`src/rtl/rnm_pkg.sv`:
```
`timescale 1ns/1ps
package rnm_pkg;
   function automatic int unsigned idx_w(input int unsigned n);
      return (n <= 1) ? 1 : $clog2(n);
   endfunction
endpackage

```
`src/rtl/rnm_spec_table.sv`:
```
`timescale 1ns/1ps
module rnm_spec_table #(
   parameter int unsigned NUM_AREG = 8,
   parameter int unsigned NUM_PREG = 16,
   localparam int unsigned AW = rnm_pkg::idx_w(NUM_AREG),
   localparam int unsigned PW = rnm_pkg::idx_w(NUM_PREG)
) (
   input  logic                          clk,
   input  logic                          rst_n,
   input  logic                          ren_valid,
   input  logic [AW-1:0]                 ren_arch,
   input  logic [PW-1:0]                 ren_phys,
   input  logic                          ret_valid,
   input  logic [AW-1:0]                 ret_arch,
   input  logic [PW-1:0]                 ret_phys,
   input  logic                          flush,
   input  logic [NUM_AREG-1:0][PW-1:0]   restore_map,
   output logic [NUM_AREG-1:0][PW-1:0]   map,
   output logic [NUM_AREG-1:0]           pend
);
   for (genvar i = 0; i < NUM_AREG; i++) begin : g_ent
      logic [PW-1:0] ptr_q;
      logic          pend_q;
      logic          hit_ren;
      logic          hit_ret;

      assign hit_ren = ren_valid && (ren_arch == AW'(i));
      assign hit_ret = ret_valid && (ret_arch == AW'(i)) && (ptr_q == ret_phys);

      always_ff @(posedge clk or negedge rst_n) begin
         if (!rst_n) begin
            ptr_q  <= PW'(i);
            pend_q <= 1'b0;
         end else if (flush) begin
            ptr_q  <= restore_map[i];
            pend_q <= 1'b0;
         end else if (hit_ren) begin
            ptr_q  <= ren_phys;
            pend_q <= 1'b1;
         end else if (hit_ret) begin
            pend_q <= 1'b0;
         end
      end

      assign map[i]  = ptr_q;
      assign pend[i] = pend_q;
   end
endmodule

```
`src/rtl/rnm_cmt_table.sv`:
```
`timescale 1ns/1ps
module rnm_cmt_table #(
   parameter int unsigned NUM_AREG = 8,
   parameter int unsigned NUM_PREG = 16,
   localparam int unsigned AW = rnm_pkg::idx_w(NUM_AREG),
   localparam int unsigned PW = rnm_pkg::idx_w(NUM_PREG)
) (
   input  logic                          clk,
   input  logic                          rst_n,
   input  logic                          ret_valid,
   input  logic [AW-1:0]                 ret_arch,
   input  logic [PW-1:0]                 ret_phys,
   output logic [NUM_AREG-1:0][PW-1:0]   map,
   output logic [NUM_AREG-1:0][PW-1:0]   next_map
);
   for (genvar i = 0; i < NUM_AREG; i++) begin : g_ent
      logic [PW-1:0] ptr_q;

      assign next_map[i] = (ret_valid && (ret_arch == AW'(i))) ? ret_phys : ptr_q;

      always_ff @(posedge clk or negedge rst_n) begin
         if (!rst_n) ptr_q <= PW'(i);
         else        ptr_q <= next_map[i];
      end

      assign map[i] = ptr_q;
   end
endmodule

```
`src/rtl/rnm_read_port.sv`:
```
`timescale 1ns/1ps
module rnm_read_port #(
   parameter int unsigned NUM_AREG = 8,
   parameter int unsigned NUM_PREG = 16,
   localparam int unsigned AW = rnm_pkg::idx_w(NUM_AREG),
   localparam int unsigned PW = rnm_pkg::idx_w(NUM_PREG)
) (
   input  logic [AW-1:0]                 arch,
   input  logic [NUM_AREG-1:0][PW-1:0]   map,
   input  logic [NUM_AREG-1:0]           pend_vec,
   output logic [PW-1:0]                 phys,
   output logic                          pend
);
   always_comb begin
      phys = '0;
      pend = 1'b0;
      for (int i = 0; i < NUM_AREG; i++) begin
         if (arch == AW'(i)) begin
            phys = map[i];
            pend = pend_vec[i];
         end
      end
   end
endmodule

```
`src/rtl/rnm_map_top.sv`:
```
`timescale 1ns/1ps
module rnm_map_top #(
   parameter int unsigned NUM_AREG = 8,
   parameter int unsigned NUM_PREG = 16,
   parameter int unsigned NUM_RD   = 2,
   localparam int unsigned AW = rnm_pkg::idx_w(NUM_AREG),
   localparam int unsigned PW = rnm_pkg::idx_w(NUM_PREG)
) (
   input  logic                   clk,
   input  logic                   rst_n,
   input  logic                   ren_valid,
   input  logic [AW-1:0]          ren_arch,
   input  logic [PW-1:0]          ren_phys,
   output logic [PW-1:0]          ren_prev_phys,
   input  logic                   ret_valid,
   input  logic [AW-1:0]          ret_arch,
   input  logic [PW-1:0]          ret_phys,
   output logic                   rel_valid,
   output logic [PW-1:0]          rel_phys,
   input  logic                   flush,
   input  logic [NUM_RD*AW-1:0]   lkp_arch,
   output logic [NUM_RD*PW-1:0]   lkp_phys,
   output logic [NUM_RD-1:0]      lkp_pend
);
   if (NUM_AREG < 2) begin : g_bad_areg
      $error("rnm_map_top: NUM_AREG must be at least 2");
   end
   if ((1 << AW) != NUM_AREG) begin : g_bad_pow2
      $error("rnm_map_top: NUM_AREG must be a power of two");
   end
   if (NUM_PREG <= NUM_AREG) begin : g_bad_preg
      $error("rnm_map_top: NUM_PREG must exceed NUM_AREG");
   end
   if (NUM_RD < 1) begin : g_bad_rd
      $error("rnm_map_top: NUM_RD must be at least 1");
   end

   logic [NUM_AREG-1:0][PW-1:0] spec_map;
   logic [NUM_AREG-1:0]         spec_pend;
   logic [NUM_AREG-1:0][PW-1:0] cmt_map;
   logic [NUM_AREG-1:0][PW-1:0] cmt_next;

   rnm_cmt_table #(.NUM_AREG(NUM_AREG), .NUM_PREG(NUM_PREG)) u_cmt (
      .clk      (clk),
      .rst_n    (rst_n),
      .ret_valid(ret_valid),
      .ret_arch (ret_arch),
      .ret_phys (ret_phys),
      .map      (cmt_map),
      .next_map (cmt_next)
   );

   rnm_spec_table #(.NUM_AREG(NUM_AREG), .NUM_PREG(NUM_PREG)) u_spec (
      .clk        (clk),
      .rst_n      (rst_n),
      .ren_valid  (ren_valid),
      .ren_arch   (ren_arch),
      .ren_phys   (ren_phys),
      .ret_valid  (ret_valid),
      .ret_arch   (ret_arch),
      .ret_phys   (ret_phys),
      .flush      (flush),
      .restore_map(cmt_next),
      .map        (spec_map),
      .pend       (spec_pend)
   );

   for (genvar k = 0; k < NUM_RD; k++) begin : g_rd
      rnm_read_port #(.NUM_AREG(NUM_AREG), .NUM_PREG(NUM_PREG)) u_port (
         .arch    (lkp_arch[k*AW +: AW]),
         .map     (spec_map),
         .pend_vec(spec_pend),
         .phys    (lkp_phys[k*PW +: PW]),
         .pend    (lkp_pend[k])
      );
   end

   always_comb begin
      ren_prev_phys = '0;
      rel_phys      = '0;
      for (int i = 0; i < NUM_AREG; i++) begin
         if (ren_arch == AW'(i)) ren_prev_phys = spec_map[i];
         if (ret_arch == AW'(i)) rel_phys      = cmt_map[i];
      end
   end

   assign rel_valid = ret_valid;
endmodule

```
`config.mk`:
```
export PLATFORM = sky130hd
export DESIGN_NAME = rnm_map_top
export DESIGN_NICKNAME = d
export VERILOG_FILES = /design/src/rtl/rnm_pkg.sv /design/src/rtl/rnm_spec_table.sv /design/src/rtl/rnm_cmt_table.sv /design/src/rtl/rnm_read_port.sv /design/src/rtl/rnm_map_top.sv
export SDC_FILE = /design/constraint.sdc
export NUM_CORES = 1
export LEC_CHECK = 0
export BUFFER_PORTS_ARGS = -buffer_cell sky130_fd_sc_hd__buf_2
export CAP_MARGIN = 5
export CORE_MARGIN = 4
export CORE_UTILIZATION = 60
export DETAILED_ROUTE_END_ITERATION = 12
export PLACE_DENSITY = 0.8
export SLEW_MARGIN = 20
export SYNTH_ARGS = -nofsm -noshare
export SYNTH_HDL_FRONTEND = slang
export SYNTH_SLANG_ARGS = --single-unit
```
`constraint.sdc`:
```
create_clock -name clk -period 2.5 [get_ports clk]
set_clock_uncertainty 0.15 [all_clocks]
set_input_delay 0.5 -clock clk [delete_from_list [all_inputs] [get_ports clk]]
set_output_delay 0.5 -clock clk [all_outputs]
set_load 0.05 [all_outputs]
```
==> results of run 1 <==
==> sequential cells by signal (all words and copies together), names as in the netlist <==
signal	count
u_cmt.g_ent.ptr_q	32
u_spec.g_ent.pend_q	8
u_spec.g_ent.ptr_q	32
==> cells in the final DEF (no fill, tap or decap), drive strengths merged, types with 3 or more instances in the layout <==
cell type / instances
a21oi: 10
a311oi: 3
a31oi: 3
a32oi: 3
and4bb: 3
buf: 67
clkbuf: 14
dfrtp: 48
dfstp: 24
inv: 7
mux2: 50
mux2i: 33
mux4: 25
nand2: 51
nand2b: 5
nand3: 5
nand4: 5
nand4b: 3
nor2: 9
nor2b: 3
nor3b: 3
nor4b: 4
o21ai: 32
o41ai: 4
xnor2: 16
xor2: 16
==> synth_stat cells, drive strengths merged, types with 4 or more instances <==
library cell and n:
a21oi 10, buf 26, nand4 5, xnor2 16, nor2 9, mux4 25
xor2 16, o41ai 4, mux2i 33, nand3 5, dfrtp 48, nor4b 4
dfstp 24, mux2 50, clkbuf 13, nand2b 5, nand2 51, inv 7
o21ai 32
==> layout make-up <==
cell class	instances	share of cell area [%]
tap	102	2.37
inverter	7	0.488
clock inverter	5	1.09
timing repair buffer	70	8.48
sequential	72	34.1
multi-input combinational	310	51.0
clock buffer	11	2.44
==> per-stage QoR <==
step | hold slack (ns) | area [um^2] | total power, W
finish | 0.0186 | 5390 | 0.00396
global route | 0.0452 | 5390 | 0.00415
CTS | 0.0362 | 5340 | 0.00393
detailed placement | 0.372 | 5150 | 0.00304
global placement | 0.374 | 5150 | 0.00300
floorplan | 0.0544 | 4800 | 0.00261
==> where the power goes <==
| part | internal, W | switching (W) |
|---|---|---|
| sequential | 0.00146 | 0.000312 |
| combinational | 0.000589 | 0.000712 |
| clock | 0.000461 | 0.000431 |
| total | 0.00251 | 0.00146 |
==> how the worst max path moves through the flow <==
stage | startpoint | end | slack, ns | depth (start not counted)
after floorplan | ret_arch[0] | rel_phys[1] | -0.13 | 6
after global placement | ret_arch[0] | rel_phys[3] | 0.10 | 7
after detailed placement | ret_arch[0] | rel_phys[3] | 0.05 | 7
after CTS | u_spec.g_ent[0].ptr_q[2]$_DFFE_PN0P_ | ren_prev_phys[2] | 0.004 | 5
after global routing | ret_arch[1] | rel_phys[3] | -0.04 | 7
final | ret_arch[0] | rel_phys[3] | 0.04 | 7
==> cells by family (layout without fill, tap and decap cells) <==
family,Yosys count,after routing,share of synthesized area [%]
compound gates,71,71,9.36
simple gates,99,99,11.3
buf+inv,46,93,4.54
mux,108,108,30.5
flops,72,72,38.4
xor+xnor,32,32,5.87
==> repair_timing <==
action                                  CTS  global route
endpoints found under the setup margin    0             7
buffers inserted                          0             2
resized for setup                         0            13
==> layer usage <==
metal	part of all wire, %	track usage, %	vias up
met2	48	47.0	219
met4	2.9	8.42	0
met3	9.4	8.76	35
met1	39	38.9	1889
met5	0	0	-
li1	-	-	1647
==> results summary, run 1 <==
The largest voltage drop on the vdd net came out at 0.000483 V. The final period demand of the worst path is 2.46 ns. The sequential standard cell area is 1840 um^2. The critical path in this run is classified as input port to primary output. The register-to-register setup slack came out at 0.74 ns.

The share of the synthesized area in the top cell type came out at 25.2%. In this design, the critical path's most frequently occurring cell is clkbuf_4. The residual overflow from global routing came out at 0. The power density relative to cell area came out at 736 nW/um^2. The average via count per standard cell came out at 6.57. The worst path setup slack after routing came out at 0.0354 ns. The leakage power total is 2.31 nW. The region available for standard cell placement spans 7730 um^2. The first-pass GRT wire length came out at 21600 um.

The number of instances in the synthesized netlist is 428. The most used flip-flop cell after synthesis is dfrtp_1. By area the synthesized netlist is led by dfrtp_1, dfstp_2, mux4_2. The post-synth net total came out at 453.

The DRC violations left is 0. The share of synthesized flip-flops with an asynchronous set or reset came out at 100%. The count of nets left with antenna violations once routing finished came out at 0. The cell depth of the worst flop-to-flop path came out at 3. The number of rows in the core area is 32. Global routing used 29.4% of the available tracks.

After the first detailed-routing iteration, the DRC count stood at 463. The overall die height is 97.2 um. The worst-case setup slack after placement came out at 0.0481 ns. Grouping stages by cell kind, the critical path spends the most delay in buffers and inverters. After routing, the total negative slack on setup checks comes to 0 ns. The average footprint of a synthesized cell is 11.1 um^2. Setup repair after global routing could not meet its margin everywhere. The critical path goes through clkbuf_4 -> buf_4 -> nor3b_1 -> a221oi_2 -> nand2b_1 -> a22oi_2 -> clkbuf_4. The root buffer cell chosen for the clock tree is clkbuf_8. The signed area change from the synthesized netlist to the final layout is 12.9%. In this run the critical register-to-register path is captured at u_spec.g_ent[1].pend_q$_DFFE_PN0P_. The number of global-route vias before repair came out at 3845. The final cell count without fillers is 577. The CTS buffer count came out at 9. The average detailed-routed wire length per instance is 23.7 um.

After synthesis the cells add up to 4770 um^2. Of the available clock period, the critical path in the final layout requires 98.6%. Of all cell types, the one taking the most synthesized area is dfrtp_1. The H-tree was split into 3 levels. The number of detailed-route iterations in the first pass came out at 7. The number of placed instances with taps included came out at 559.

The run finished with clean final reports. The number of nets in the layout is 495. The startpoint type of the worst setup path is an input port. The number of inserted diodes is 0. The clock transition at the registers of the reported paths came out at 0.07 ns. The endpoint type of the worst setup path is a primary output. The path type of the worst min-delay path is input port to asynchronous set/reset pin. The number of different library cells in the post-synthesis netlist came out at 50. Cells with a size suffix above 1 make up 41.3% of the layout. The transition time of the tightest slew-check pin is 0.594 ns. The slowest stage of the critical path is the nor3b_1 cell. The placed wire-length estimate after detailed placement came out at 9960 um. The start of the worst register-to-register path is u_spec.g_ent[1].ptr_q[0]$_DFFE_PN1P_. In this run the worst path has a maximum fanout of 12. The overall die width came out at 97.2 um. The number of antenna violations at the first check in global routing came out at 0. TritonCTS built the clock tree.

The count of hold buffers inserted by post-cts repair is 0. The number of max-cap violations came out at 0. The maximum number of pins on one net before global-route repair came out at 73. The required time of the worst setup path is 1.85 ns. The number of buffer and inverter instances along the worst setup path came out at 3. The routed wire length is 13700 um.

The area of the multi-input gates is 2750 um^2. The number of port buffers is 43. The total via count in the routed design is 3790. The number of endpoints with negative hold slack in the final report came out at 0.

The delay contributed by the slowest stage of the critical path came out at 0.26 ns. The core occupancy in the finished layout is 69.7%. The number of synthesized register bits came out at 72. The max-slew headroom at the worst pin came out at 59.8%. The number of max-slew violations in the final report came out at 0. Yosys printed 0 warnings. The clock insertion delay at the later pin of the skew report came out at 0.35 ns.

The data arrival at the endpoint of the critical path is 1.81 ns. The fmax came out at 406 MHz. The overall die area is 9440 um^2. The number of synthesized flops with an enable pin is 0.

The routability congestion estimate from global placement came out at 1.01. Once the floorplan was initialized, standard cells occupied 61.7% of the core. The maximum clock path buffer count is 2.

For this design the top-level I/O count stands at 44. The count of filler cells inserted in the layout is 525. The number of setup violations in the final report came out at 0. For this design, the sink count on the clock tree is 72. The sequential fraction of the synthesis area is 38.4%.
Note: power is estimated with default switching activity, not from simulation.
==> run 2, diff against run 1 <==
- CORE_MARGIN: 4 -> not set
- CORE_UTILIZATION: 60 -> 29
- PLACE_DENSITY: 0.8 -> not set
==> results summary, run 2 (synthesis gave the netlist of run 1 again) <==
The flow ran to the end, and the final reports show no timing, DRC or antenna violations. The maximum number of pins on one net before global-route repair is 73 (unchanged). The core area was 16000 um^2 (+110%). The fraction of final layout cells with drive strength greater than 1 came out at 40.9% (-0.37 points). The violation count after the first detailed-routing iteration was 322 (-30%). The number of max-cap violations is 0 (unchanged). The DRC violations left is 0 (unchanged). Setup repair after global routing left no endpoint under its margin.

The clock insertion delay at the later pin of the skew report came out at 0.32 ns (-0.03 ns). The largest driver fanout on the critical path came out at 5 (-7). The routability congestion estimate from global placement came to 0.921 (-9.0%). The number of setup violations in the final report came out at 0 (unchanged). The CTS buffer count is 9 (unchanged). The count of hold buffers inserted by post-cts repair is 0 (unchanged). The number of global-route vias before repair came to 3762 (-2.2%). The total via count in the routed design came to 3763 (-0.71%). The required time of the worst setup path came out at 1.85 ns (about the same). The number of instances resized during post-cts repair is 0 (unchanged). The max-slew headroom at the worst pin is 65.6% (+5.8 points). The number of endpoints with negative hold slack in the final report came out at 0 (unchanged). The largest registers in the layout are u_cmt.g_ent.ptr_q x32, u_spec.g_ent.ptr_q x32, u_spec.g_ent.pend_q x8. The routed wire length is 14400 um (+5.5%).

The core occupancy in the finished layout is 34.9% (-35 points). The number of placed instances with taps included came out at 672 (+20%). The total track usage is 17.8% (-12 points).

The register-to-register setup slack is 1.00 ns (+0.26 ns). The signed area change from the synthesized netlist to the final layout came out at 17.0%. The placed wire-length estimate after detailed placement is 10800 um (+8.3%). The data arrival at the endpoint of the critical path is 1.79 ns (-0.02 ns). The initial core utilization is 29.8% (-32 points). The number of detailed-route iterations in the first pass came to 5 (-2).

The first-pass GRT wire length was 22300 um (+3.4%). The number of antenna violations at the first check in global routing was 0 (unchanged). The worst setup path is captured at a primary output. The number of port buffers came out at 43 (unchanged). The average detailed-routed wire length per instance came out at 20.9 um (-12%). The top-level I/O count was 44 (unchanged). The final cell count without fillers came out at 688 (+19%). In this run the critical register-to-register path is captured at u_spec.g_ent[5].pend_q$_DFFE_PN0P_. The cell depth of the worst flop-to-flop path is 4 (+1). The startpoint-to-endpoint class of the critical path is flop to primary output.

The fmax was 410 MHz (+1.1%). The number of rows in the core area came out at 46 (+44%). The number of routed nets with antenna violations came out at 0 (unchanged). The overall die area came out at 17000 um^2 (+80%).

The part of the cycle the worst path needs came out at 97.6% (-1.0 points). The setup fix buffers added after clock tree synthesis came out at 0 (unchanged). The maximum level of the CTS H-tree came out at 3 (unchanged).

The residual overflow from global routing is 0 (unchanged). TritonCTS built the clock tree. The worst setup path is launched from a flop. The sink count of the clock tree came to 72 (unchanged). The most common cell after layout, fill and taps aside is nand2_1. The largest voltage drop on the vdd net is 0.000343 V (-29%).

The number of max-slew violations in the final report came out at 0 (unchanged). The power density relative to cell area is 763 nW/um^2 (+3.7%). The overall die height is 130 um (+34%). Leaving out fill and tap cells, the most frequent cells in the layout are nand2_1, mux2_2, dfrtp_1, buf_2, mux2i_1.

The number of inserted diodes was 0 (unchanged). The overall die width is 130 um (+34%). The start of the worst register-to-register path is u_spec.g_ent[5].ptr_q[0]$_DFFE_PN1P_. Clock tree synthesis selected as its root buffer the cell clkbuf_16.

The tightest min-delay check is of the input port to asynchronous set/reset pin type. The maximum clock path buffer count came out at 2 (unchanged). The transition time of the tightest slew-check pin came out at 0.515 ns (-0.0788 ns). The leakage power total came out at 2.34 nW (+1.3%). The number of nets in the layout came out at 492 (-0.61%). The final period demand of the worst path came out at 2.44 ns (-0.0258 ns). The final-layout setup total negative slack came to 0 ns (unchanged). The clock transition at the registers of the reported paths came out at 0.06 ns (about the same). The average via count per standard cell is 5.47 (-17%).
-- run 2: stage by stage --
stage / setup slack (ns) / hold WS, ns / area, um^2 / power [W]
global route: 0.0114 / 0.0736 / 5580 / 0.00445
floorplan: -0.132 / 0.0544 / 4800 / 0.00261
global placement: 0.0477 / 0.367 / 5280 / 0.00304
detailed placement: 0.0263 / 0.368 / 5280 / 0.00307
finish: 0.0611 / 0.0336 / 5580 / 0.00426
CTS: 0.0139 / 0.0613 / 5560 / 0.00426
-- run 2: how the worst max path moves through the flow --
stage / start / endpoint / cells past startpoint
5_1_grt: ret_arch[1] / rel_phys[0] / 6
3_5_place_dp: ret_arch[1] / rel_phys[0] / 6
3_3_place_gp: ret_arch[1] / rel_phys[0] / 6
4_1_cts: ret_arch[1] / rel_phys[0] / 6
2_1_floorplan: ret_arch[0] / rel_phys[1] / 6
6_report: u_spec.g_ent[2].ptr_q[2]$_DFFE_PN0P_ / lkp_phys[6] / 3
-- run 2: per-layer routing --
| layer | GRT usage, % | up-vias | part of all wire [%] |
|---|---|---|---|
| met4 | 6.57 | 0 | 3.0 |
| met5 | 0 | - | 0 |
| met3 | 3.40 | 32 | 6.8 |
| met2 | 29.9 | 179 | 50 |
| met1 | 22.8 | 1907 | 40 |
| li1 | - | 1645 | - |
-- run 2: area by class of cell --
type	count	area (um^2)
Fill cell	1616	10400
Multi-Input combinational cell	310	2750
Sequential cell	72	1840
Timing Repair Buffer	67	425
Tap cell	216	270
Clock buffer	13	260
Inverter	7	26.3
Clock inverter	3	17.5
-- run 2: worst max-delay path, stage by stage, from the launching register on --
cell and delay, ns:
dfrtp_1 0.48, mux4_2 0.49, mux2_2 0.28, buf_2 0.21
-- run 2: power breakdown --
group	leakage, nW	total (W)	internal, W	switching, W
logic	1.36	0.00130	0.000583	0.000717
registers	0.845	0.00178	0.00146	0.000318
clock network	0.136	0.00118	0.000722	0.000458
==> run 3, diff against run 2 <==
- RECOVER_POWER: not set -> 25
==> results summary, run 3 (synthesis gave the netlist of run 1 again) <==
The DRC violations left is 0 (unchanged). The fraction of final layout cells with drive strength greater than 1 came out at 40.9% (unchanged). The number of rows in the core area is 46 (unchanged). The critical path in this run is classified as flop to primary output. The checks that failed: max-capacitance violations, max-slew violations. The overall die height is 130 um (unchanged). The final period demand of the worst path came to 2.44 ns (unchanged). The max-slew headroom at the worst pin came to -17.6% (-83 points). The required time of the worst setup path came out at 1.85 ns (about the same). The number of global-route vias before repair is 3762 (unchanged). The first-pass GRT wire length is 22300 um (unchanged).

The library cells used most frequently in the layout, excluding fill and tap cells, are nand2_1, mux2_2, dfrtp_1, buf_2, mux2i_1. The core occupancy in the finished layout came out at 34.8% (-0.094 points). The number of inserted diodes came out at 0 (unchanged). The maximum level of the CTS H-tree is 3 (unchanged). The transition time of the tightest slew-check pin came out at 1.76 ns (+1.25 ns). The routed wire length came out at 14400 um (about the same). The clock root buffer master is clkbuf_16. Setup repair after global routing left no endpoint under its margin.

The worst setup path is captured at a primary output. The number of antenna violations at the first check in global routing is 0 (unchanged). The part of the cycle the worst path needs came out at 97.6% (unchanged). The placed wire-length estimate after detailed placement is 10800 um (unchanged). The power density relative to cell area came out at 764 nW/um^2 (+0.19%).

The fmax came to 410 MHz (unchanged). TritonCTS built the clock tree. The number of max-slew violations in the final report came out at 73 (+73).

The final-layout setup total negative slack was 0 ns (unchanged). The run finished, with violations left. The sink count of the clock tree is 72 (unchanged). The total via count in the routed design is 3763 (unchanged). The leakage power total is 2.34 nW (-0.22%).

The top-level I/O count came to 44 (unchanged). The count of hold buffers inserted by post-cts repair is 0 (unchanged). The number of nets in the layout is 492 (unchanged). The overall die width came out at 130 um (unchanged). The count of filler cells inserted in the layout is 1618 (+0.12%). The met1 track demand over resource is 22.8% (unchanged).

The routability congestion estimate from global placement came out at 0.921 (unchanged). The CTS buffer count is 9 (unchanged). The layer carrying the most global-route usage is met2. The clock insertion delay at the later pin of the skew report came out at 0.32 ns (about the same).

The initial core utilization came to 29.8% (unchanged). The largest driver fanout on the critical path is 5 (unchanged). The clock transition at the registers of the reported paths is 0.05 ns (about the same). The signed area change from the synthesized netlist to the final layout came out at 16.7%. The maximum number of pins on one net before global-route repair came to 73 (unchanged). The average detailed-routed wire length per instance came out at 20.9 um (about the same). The residual overflow from global routing is 0 (unchanged). The data arrival at the endpoint of the critical path came out at 1.79 ns (about the same).

The final cell count without fillers came to 688 (unchanged). The met2 track utilization from global routing is 29.9% (unchanged). The number of setup violations in the final report was 0 (unchanged). The overall die area is 17000 um^2 (unchanged). The path class of the tightest hold or removal check is flop to flop. The number of endpoints with negative hold slack in the final report is 0 (unchanged). The total track usage came out at 17.8% (unchanged). The number of placed instances with taps included was 672 (unchanged).

The number of routed nets with antenna violations was 0 (unchanged). The number of detailed-route iterations in the first pass came out at 5 (unchanged). The global-route track usage on met3 is 3.40% (unchanged). The violation count after the first detailed-routing iteration is 322 (unchanged). The startpoint type of the worst setup path is a flop.

The worst slack on hold paths came out at 0.376 ns (+0.342 ns). The average via count per standard cell was 5.47 (unchanged). The number of max-cap violations came out at 1 (+1). The maximum clock path buffer count came to 2 (unchanged).

The number of port buffers came out at 43 (unchanged). The most common cell after layout, fill and taps aside is nand2_1. The largest voltage drop on the vdd net came out at 0.000343 V (about the same). The largest registers in the layout are u_cmt.g_ent.ptr_q x32, u_spec.g_ent.ptr_q x32, u_spec.g_ent.pend_q x8. The core area is 16000 um^2 (unchanged).
[run 3: timing repair]
action,CTS,global route
buffers inserted,0,0
gates resized for setup,0,10
setup endpoints to repair,0,7
[run 3: power by group]
part | total, W | internal [W] | leakage [nW] | switching, W
logic | 0.00130 | 0.000580 | 1.35 | 0.000717
registers | 0.00178 | 0.00146 | 0.845 | 0.000318
clock network | 0.00118 | 0.000722 | 0.136 | 0.000458
[run 3: per-stage QoR]
step | area (um^2) | power [W] | setup slack [ns]
after floorplan | 4800 | 0.00261 | -0.132
after global placement | 5280 | 0.00304 | 0.0477
after detailed placement | 5280 | 0.00307 | 0.0263
after CTS | 5560 | 0.00426 | 0.0139
after global routing | 5570 | 0.00445 | 0.0114
final | 5570 | 0.00425 | 0.0611
[run 3: critical path, cell delays in order (launching register included)]
cell and delay [ns]:
dfrtp_1 0.48, mux4_2 0.49, mux2_2 0.28, buf_2 0.21
[run 3: final timing paths]
kind	from	endpoint	slack, ns	depth (start not counted)
setup / recovery	u_spec.g_ent[2].ptr_q[2]$_DFFE_PN0P_	lkp_phys[6]	0.06	3
hold / removal	u_cmt.g_ent[0].ptr_q[0]$_DFF_PN0_	u_cmt.g_ent[0].ptr_q[0]$_DFF_PN0_	0.38	1
min in group asynchronous	rst_n	u_cmt.g_ent[5].ptr_q[3]$_DFF_PN0_	0.57	2
hold reg to reg	u_cmt.g_ent[0].ptr_q[0]$_DFF_PN0_	u_cmt.g_ent[0].ptr_q[0]$_DFF_PN0_	0.38	1
setup reg to reg	u_spec.g_ent[5].ptr_q[0]$_DFFE_PN1P_	u_spec.g_ent[5].pend_q$_DFFE_PN0P_	1.00	4
max in group asynchronous	rst_n	u_spec.g_ent[3].ptr_q[2]$_DFFE_PN0P_	0.43	2
[run 3: area by class of cell]
type                    instances  area, um^2  area share (%)
clock buffers                  13         260            4.67
repair buffers                 67         410            7.37
flip-flops and latches         72        1840            33.0
well taps                     216         270            4.85
multi-input cells             310        2750            49.3
clock inverters                 3        17.5           0.315
inverters                       7        26.3           0.472
[run 3: metal layers]
metal / up-vias / share of wire [%]
met5: - / 0
met4: 0 / 3.0
met3: 32 / 6.8
met2: 179 / 50
met1: 1907 / 40
li1: 1645 / -
